File: src/rtl/rs_wakeup_pool.sv
module rs_wakeup_pool #(
  parameter int ENTRIES = 4,
  parameter int PORTS   = 2,
  parameter int BUSES   = 2,
  parameter int TAG_W   = 4,
  parameter int DATA_W  = 16,
  parameter int OP_W    = 4
) (
  input  logic                    clk,
  input  logic                    rst_n,
  input  logic                    disp_valid,
  input  logic [OP_W-1:0]         disp_op,
  input  logic                    disp_a_rdy,
  input  logic [TAG_W-1:0]        disp_a_tag,
  input  logic [DATA_W-1:0]       disp_a_val,
  input  logic                    disp_b_rdy,
  input  logic [TAG_W-1:0]        disp_b_tag,
  input  logic [DATA_W-1:0]       disp_b_val,
  output logic                    full,
  input  logic [BUSES-1:0]        bc_valid,
  input  logic [BUSES*TAG_W-1:0]  bc_tag,
  input  logic [BUSES*DATA_W-1:0] bc_val,
  output logic [PORTS-1:0]        iss_valid,
  output logic [PORTS*OP_W-1:0]   iss_op,
  output logic [PORTS*DATA_W-1:0] iss_a,
  output logic [PORTS*DATA_W-1:0] iss_b
);
  localparam int IDX_W = (ENTRIES > 1) ? $clog2(ENTRIES) : 1;

  logic [ENTRIES-1:0] vld, ra, rb, rdy, issued;
  logic [OP_W-1:0]    op_q [ENTRIES];
  logic [TAG_W-1:0]   ta_q [ENTRIES];
  logic [TAG_W-1:0]   tb_q [ENTRIES];
  logic [DATA_W-1:0]  va_q [ENTRIES];
  logic [DATA_W-1:0]  vb_q [ENTRIES];
  logic [ENTRIES-1:0] older [ENTRIES];
  logic [ENTRIES-1:0] sel [PORTS];
  logic [IDX_W-1:0]   free_idx;
  logic               accept;

  function automatic logic [DATA_W:0] snoop(input logic [TAG_W-1:0] t,
      input logic [BUSES-1:0] bv, input logic [BUSES*TAG_W-1:0] bt,
      input logic [BUSES*DATA_W-1:0] bd);
    logic [DATA_W:0] r;
    r = '0;
    for (int b = 0; b < BUSES; b++)
      if (bv[b] && bt[b*TAG_W +: TAG_W] == t) r = {1'b1, bd[b*DATA_W +: DATA_W]};
    return r;
  endfunction

  assign rdy    = vld & ra & rb;
  assign full   = &vld;
  assign accept = disp_valid & ~full;

  always_comb begin
    logic [ENTRIES-1:0] left;
    logic cand;
    left   = rdy;
    issued = '0;
    for (int p = 0; p < PORTS; p++) begin
      sel[p] = '0;
      for (int i = 0; i < ENTRIES; i++) begin
        cand = left[i];
        for (int j = 0; j < ENTRIES; j++)
          if (j != i && left[j] && older[j][i]) cand = 1'b0;
        sel[p][i] = cand;
      end
      left   = left & ~sel[p];
      issued = issued | sel[p];
    end
  end

  always_comb begin
    iss_op = '0; iss_a = '0; iss_b = '0;
    for (int p = 0; p < PORTS; p++) begin
      iss_valid[p] = |sel[p];
      for (int i = 0; i < ENTRIES; i++)
        if (sel[p][i]) begin
          iss_op[p*OP_W +: OP_W]     = op_q[i];
          iss_a[p*DATA_W +: DATA_W]  = va_q[i];
          iss_b[p*DATA_W +: DATA_W]  = vb_q[i];
        end
    end
  end

  always_comb begin
    free_idx = '0;
    for (int i = ENTRIES - 1; i >= 0; i--)
      if (!vld[i]) free_idx = IDX_W'(i);
  end

  always_ff @(posedge clk or negedge rst_n) begin
    if (!rst_n) begin
      vld <= '0; ra <= '0; rb <= '0;
      for (int i = 0; i < ENTRIES; i++) begin
        op_q[i] <= '0; ta_q[i] <= '0; tb_q[i] <= '0;
        va_q[i] <= '0; vb_q[i] <= '0; older[i] <= '0;
      end
    end else begin
      for (int i = 0; i < ENTRIES; i++) begin
        logic [DATA_W:0] ha, hb;
        ha = snoop(ta_q[i], bc_valid, bc_tag, bc_val);
        hb = snoop(tb_q[i], bc_valid, bc_tag, bc_val);
        if (issued[i]) vld[i] <= 1'b0;
        else if (vld[i]) begin
          if (!ra[i] && ha[DATA_W]) begin ra[i] <= 1'b1; va_q[i] <= ha[DATA_W-1:0]; end
          if (!rb[i] && hb[DATA_W]) begin rb[i] <= 1'b1; vb_q[i] <= hb[DATA_W-1:0]; end
        end
      end
      if (accept) begin
        logic [DATA_W:0] da, db;
        da = snoop(disp_a_tag, bc_valid, bc_tag, bc_val);
        db = snoop(disp_b_tag, bc_valid, bc_tag, bc_val);
        vld[free_idx]  <= 1'b1;
        op_q[free_idx] <= disp_op;
        ta_q[free_idx] <= disp_a_tag;
        tb_q[free_idx] <= disp_b_tag;
        ra[free_idx]   <= disp_a_rdy | da[DATA_W];
        rb[free_idx]   <= disp_b_rdy | db[DATA_W];
        va_q[free_idx] <= disp_a_rdy ? disp_a_val : da[DATA_W-1:0];
        vb_q[free_idx] <= disp_b_rdy ? disp_b_val : db[DATA_W-1:0];
        for (int j = 0; j < ENTRIES; j++)
          if (j != int'(free_idx)) begin
            older[free_idx][j] <= 1'b0;
            older[j][free_idx] <= 1'b1;
          end
      end
    end
  end
endmodule

File: config.mk
export PLATFORM = sky130hd
export DESIGN_NAME = rs_wakeup_pool
export DESIGN_NICKNAME = d
export VERILOG_FILES = /design/src/rtl/rs_wakeup_pool.sv
export SDC_FILE = /design/constraint.sdc
export NUM_CORES = 1
export LEC_CHECK = 0
export BUFFER_PORTS_ARGS = -buffer_cell sky130_fd_sc_hd__buf_2
export CAP_MARGIN = 20
export CELL_PAD_IN_SITES_DETAIL_PLACEMENT = 1
export CELL_PAD_IN_SITES_GLOBAL_PLACEMENT = 1
export CORE_MARGIN = 5
export CORE_UTILIZATION = 40
export CTS_BUF_LIST = sky130_fd_sc_hd__clkbuf_16
export DETAILED_ROUTE_END_ITERATION = 8
export PLACE_DENSITY = 0.76
export SKIP_LAST_GASP = 1
export SLEW_MARGIN = 10
export SYNTH_ARGS = -nofsm -noshare
export SYNTH_HDL_FRONTEND = slang
export SYNTH_SLANG_ARGS = --single-unit
File: constraint.sdc
create_clock -name clk -period 6.4 [get_ports clk]
set_clock_uncertainty 0.05 [all_clocks]
set_input_delay 0.32 -clock clk [delete_from_list [all_inputs] [get_ports clk]]
set_output_delay 0.32 -clock clk [all_outputs]
set_load 0.01 [all_outputs]
### Word level (Yosys, flattened, before mapping)

Index checks and enable logic that the tools add are counted.

| storage, ports and cells | value |
|---|---|
| register bits after elaboration | 204 |
| input port bits | 91 |
| output and inout port bits | 75 |
| logic and storage cells | 304 |

| operators by class | value |
|---|---|
| order comparisons | 4 |
| equal/unequal tests | 23 |
| muxes and demuxes | 161 |
| bitwise operators | 23 |
| reduce and logical (&&, ||, !) cells | 66 |

Operators with widths:

| kind | number |
|---|---|
| 2-to-1 mux 16 bit | 50 |
| 2-to-1 mux 17 bit | 22 |
| bitwise mux 64 bit | 2 |
| 2-to-1 mux 64 bit | 2 |
| equality test 4 bit | 20 |
| bitwise AND 16 bit | 4 |
| inverter 16 bit | 4 |
| logical AND 1 bit | 54 |
| 2-to-1 mux 1 bit | 54 |
| 2-to-1 mux 4 bit | 13 |
| bitwise mux 16 bit | 3 |
| demux 4 bit (select 2 bit) | 5 |
| demux 16 bit (select 2 bit) | 1 |
| OR 4 bit | 6 |
| bitwise AND 4 bit | 3 |
| 2-to-1 mux 2 bit | 5 |
| bitwise mux 4 bit | 2 |
| logical NOT 1 bit | 8 |
| OR reduction 4 bit | 2 |
| != test 2 bit (first input constant) | 2 |
| inverter 4 bit | 1 |
| AND reduction 4 bit | 1 |
| greater-or-equal comparator 3 bit (second input constant) | 1 |
| less-than comparator 2 x 3 -> 1 bit (second input constant) | 1 |
| 10 further kinds | 11 |

### Depth between registers and ports, before layout

| logic depth | value |
|---|---|
| depth after elaboration | 25 |
| depth in mapped cells | 9 |
| mapped depth without buffers | 6 |

### Worst setup path after synthesis

No wires, ideal clock.

| path | value |
|---|---|
| kind | register to output |
| from | register vld[3] |
| to | output iss_a[10] |
| data arrival time | 2114 ps |
| required time | 6030 ps |
| setup slack | 3916 ps |
| cell stages (with the launch flop) | 9 |
| path buffers | 3 |
| cell sequence | dfrtp_1 -> buf_4 -> nand4_1 -> and3_1 -> nor2b_1 -> clkbuf_1 -> clkbuf_1 -> a221oi_1 -> o31ai_1 |

| between the ends | value |
|---|---|
| longest elaborated chain between the ends | 8 |
| elaborated cells on any way between the ends | 15 |
| classes of those cells | 10 x mux; 2 x bitwise; 3 x reduce/logical |

RTL lines:

| what | RTL line | text |
|---|---|---|
| from (decl) | 30 | `logic [ENTRIES-1:0] vld, ra, rb, rdy, issued;` |
| from (signal assigned) | 94 | `vld <= '0; ra <= '0; rb <= '0;` |
| from (signal, indexed assignment) | 104 | `if (issued[i]) vld[i] <= 1'b0;` |
| from (signal, indexed assignment) | 114 | `vld[free_idx] <= 1'b1;` |
| bitwise AND 4 bit * (2 in a row) | 51 | `assign rdy = vld & ra & rb;` |
| logical AND 1 bit | 65 | `if (j != i && left[j] && older[j][i]) cand = 1'b0;` |
| 2-to-1 mux 1 bit | 65 |  |
| 2-to-1 mux 16 bit (3 in a row) | 78 | `if (sel[p][i]) begin` |
| 2-to-1 mux 16 bit * | 78 |  |
| to (decl) | 25 | `output logic [PORTS*DATA_W-1:0] iss_a,` |

Every way passes the cells marked *; elsewhere a longest branch is shown, timed or not.

### Worst setup path in the final report

| path | value |
|---|---|
| from | register vld[0] |
| to | output iss_b[20] |

| between the ends | value |
|---|---|
| longest elaborated chain between the ends | 16 |
| elaborated cells on any way between the ends | 47 |
| classes of those cells | 28 x mux; 4 x bitwise; 15 x reduce/logical |

RTL lines:

| what | RTL line | text |
|---|---|---|
| bitwise AND 4 bit * (2 in a row) | 51 |  |
| logical AND 1 bit | 65 |  |
| 2-to-1 mux 1 bit (3 in a row) | 65 |  |
| inverter 4 bit | 68 | `left = left & ~sel[p];` |
| bitwise AND 4 bit * | 68 |  |
| logical AND 1 bit | 65 |  |
| 2-to-1 mux 1 bit (3 in a row) | 65 |  |
| 2-to-1 mux 16 bit (3 in a row) | 78 |  |
| 2-to-1 mux 16 bit * | 78 |  |
| to (decl) | 26 | `output logic [PORTS*DATA_W-1:0] iss_b` |

Marks and branches as above.

==> qor.yml <==
synth:
  synth_edf_count: 0
  synth-main-ff-cell: "dfrtp_1"
  synth_cell_type_count: 43
  syn_avg_cell_area_um2: 9.80
  yosysWarnings: 0
  synth-async-reset-ratio_pct: 100
  ys_seq_elements: 200
  syn_nets: 1584
  yosysSeqAreaShare_pct: 34.2
  syn_area_um2: 14600
  synthCells: 1493
timing:
  finalMaxSlewViolations: 0
  fmax_mhz: 235
  period_needed_ns: 4.26
  setup_viol: 0
  rsz0062_at_grt: "no"
  period_share_pct: 66.5
  final-hold-violation-count: 0
  setup_tns_ns: 0
  tightest_slew_ns: 1.18
  slew_headroom_pct: 21.5
detailed_routing:
  ant_nets: 0
  drc: 0
  drt_pre_antenna_iters: 5
  drtIter0Drc: 1224
  wl_per_cell_um: 28.3
  num_vias: 13137
  vias_per_cell: 6.41
  wl_um: 58000
grt:
  grt_max_degree: 119
  grt_remaining_overflow: 0
  grt_pass1_vias: 13822
  grt_antenna_before_repair: 3
  use_met3_pct: 4.54
  top_usage_layer: "met2"
  grt_usage_pct: 27.9
  grtUsageMet2_pct: 45.1
  grt_pass1_wl_um: 87600
  use_met1_pct: 37.1
clocking:
  cts_buffers: 17
  clk_latency_ns: 0.47
  clk_pin_slew_ns: 0.08
  ctsHtreeMaxLevel: 4
  clockRootBuffer: "clkbuf_16"
  clock_path_buffers: 2
  cts.sinks: 200
  cts_tree: "built"
  cts_resized: 0
layout:
  area_growth_syn_to_layout_pct: 12.0
  final_nets: 1659
  final_area_um2: 16400
  fillerInstances: 4078
  drive_gt1_share_pct: 28.8
  layout_commonest_cell: "mux2i_1"
  layout_common_cells: "mux2i_1 (288), dfrtp_1 (200), mux2_2 (184)"
critical_path:
  reg2regPathDepth: 7
  worstPathRequired_ns: 6.03
  cp-end-kind: "output port"
  crit_path_end: "iss_b[20]"
  timing.rr.end: "ra[2]"
  path_class: "flip-flop to output port"
  r2r_slack_ns: 3.26
  r2r-start: "vld[0]"
  path_max_fanout: 27
  startpoint_type: "flip-flop"
  cp.arrival_ns: 3.89
  critPathLaunch: "vld[0]"
power:
  p_leak_nw: 7.61
  vdd_ir_drop_max_v: 0.000236
  p_per_area_nw_per_um2: 432
placed_design:
  gp_congestion: 0.904
  dpl_cell_area_um2: 15800
  dpl.hpwl_um: 37300
  portBuffers: 165
die:
  start_util_pct: 40.3
  fp.dieH_um: 201
  core_um2: 36300
  ios: 166
  die-area_um2: 40500
  die-width_um: 201
  rows: 70
outcome:
  outcome: "finished, final reports clean"
flow_run:
  drv_cap: 0
worst_hold_path:
  hold_path.class: "input pin to flip-flop"
## timing repair
action,CTS,global route
setup buffers,0,0
hold buffers,1,0
endpoints found under the hold margin,82,0
## registers in the layout, summed over array words and instances, names as in the netlist, named ones only
signal	count
ra	4
vld	4
op_q	16
vb_q	64
older	4
rb	4
ta_q	16
tb_q	16
va_q	64
## report_power, final
group	internal (W)	switching (W)
logic	0.00141	0.00208
registers	0.00186	0.000636
clock network	0.000546	0.000564
total	0.00381	0.00328
## cell usage after synthesis, drive strengths merged, types with 14 or more instances
library cell | n | area [µm²]
o31ai | 36 | 270
mux2i | 288 | 2880
a221oi | 72 | 693
xor2 | 59 | 517
a21oi | 36 | 210
buf | 50 | 259
xnor2 | 21 | 184
nand2 | 171 | 642
dfrtp | 200 | 5000
clkbuf | 98 | 368
and3 | 43 | 269
nor3 | 21 | 110
nand4 | 14 | 87.6
o21ai | 50 | 250
mux2 | 184 | 2070
nand3 | 26 | 130
nor2 | 69 | 259
## worst min-delay path by stage
stage	to	from	slack [ns]	depth (start not counted)
after floorplan	async pin	rst_n	-0.03	0
after global placement	va_q[51]	rst_n	0.39	1
after detailed placement	va_q[18]	rst_n	0.38	1
after CTS	op_q[0]	disp_op[0]	0.05	3
after global routing	op_q[3]	disp_op[3]	0.07	3
final	op_q[0]	disp_op[0]	0.06	3
## metal layers
metal	wire [µm]	part of all wire, %
met1	24100	42
met2	27200	47
met3	4440	7.7
met4	2280	3.9
met5	0	0
## logic make-up after synthesis
kind of cell	synth area share (%)
mux	33.9
compound gates	10.8
simple gates	12.0
buf+inv	4.36
flops	34.2
xor+xnor	4.79
## layout make-up
cell class,count,area (µm²),area share (%)
Antenna cell,3,7.51,0.0458
Clock inverter,14,141,0.863
Tap cell,468,586,3.57
Clock buffer,17,425,2.60
Multi-Input combinational cell,1142,9060,55.3
Inverter,3,11.3,0.0687
Timing Repair Buffer,204,1150,7.02
Sequential cell,200,5000,30.5
## critical path, stage by stage (launching register included)
cell and delay, ns:
dfrtp_1 0.72, nand4_1 0.40, a31oi_1 0.35, nor4_4 0.06, buf_4 0.30, nor2_2 0.52
buf_4 0.39, a221oi_1 0.14, o21ai_1 0.33, buf_2 0.20
## per-stage QoR
stage / util, % / hold slack (ns) / instances / setup slack, ns / total power, W
final: 45.1 / 0.0619 / 2051 / 2.14 / 0.00709
after global routing: 45.1 / 0.0686 / 2050 / 2.01 / 0.00746
after CTS: 45.1 / 0.0520 / 2048 / 2.28 / 0.00705
after detailed placement: 43.5 / 0.385 / 2016 / 2.78 / 0.00592
after global placement: 43.4 / 0.392 / 2015 / 2.78 / 0.00575
after floorplan: - / -0.0256 / 1493 / 3.92 / 0.00458
No activity file was read; power rests on OpenSTA's default activity.
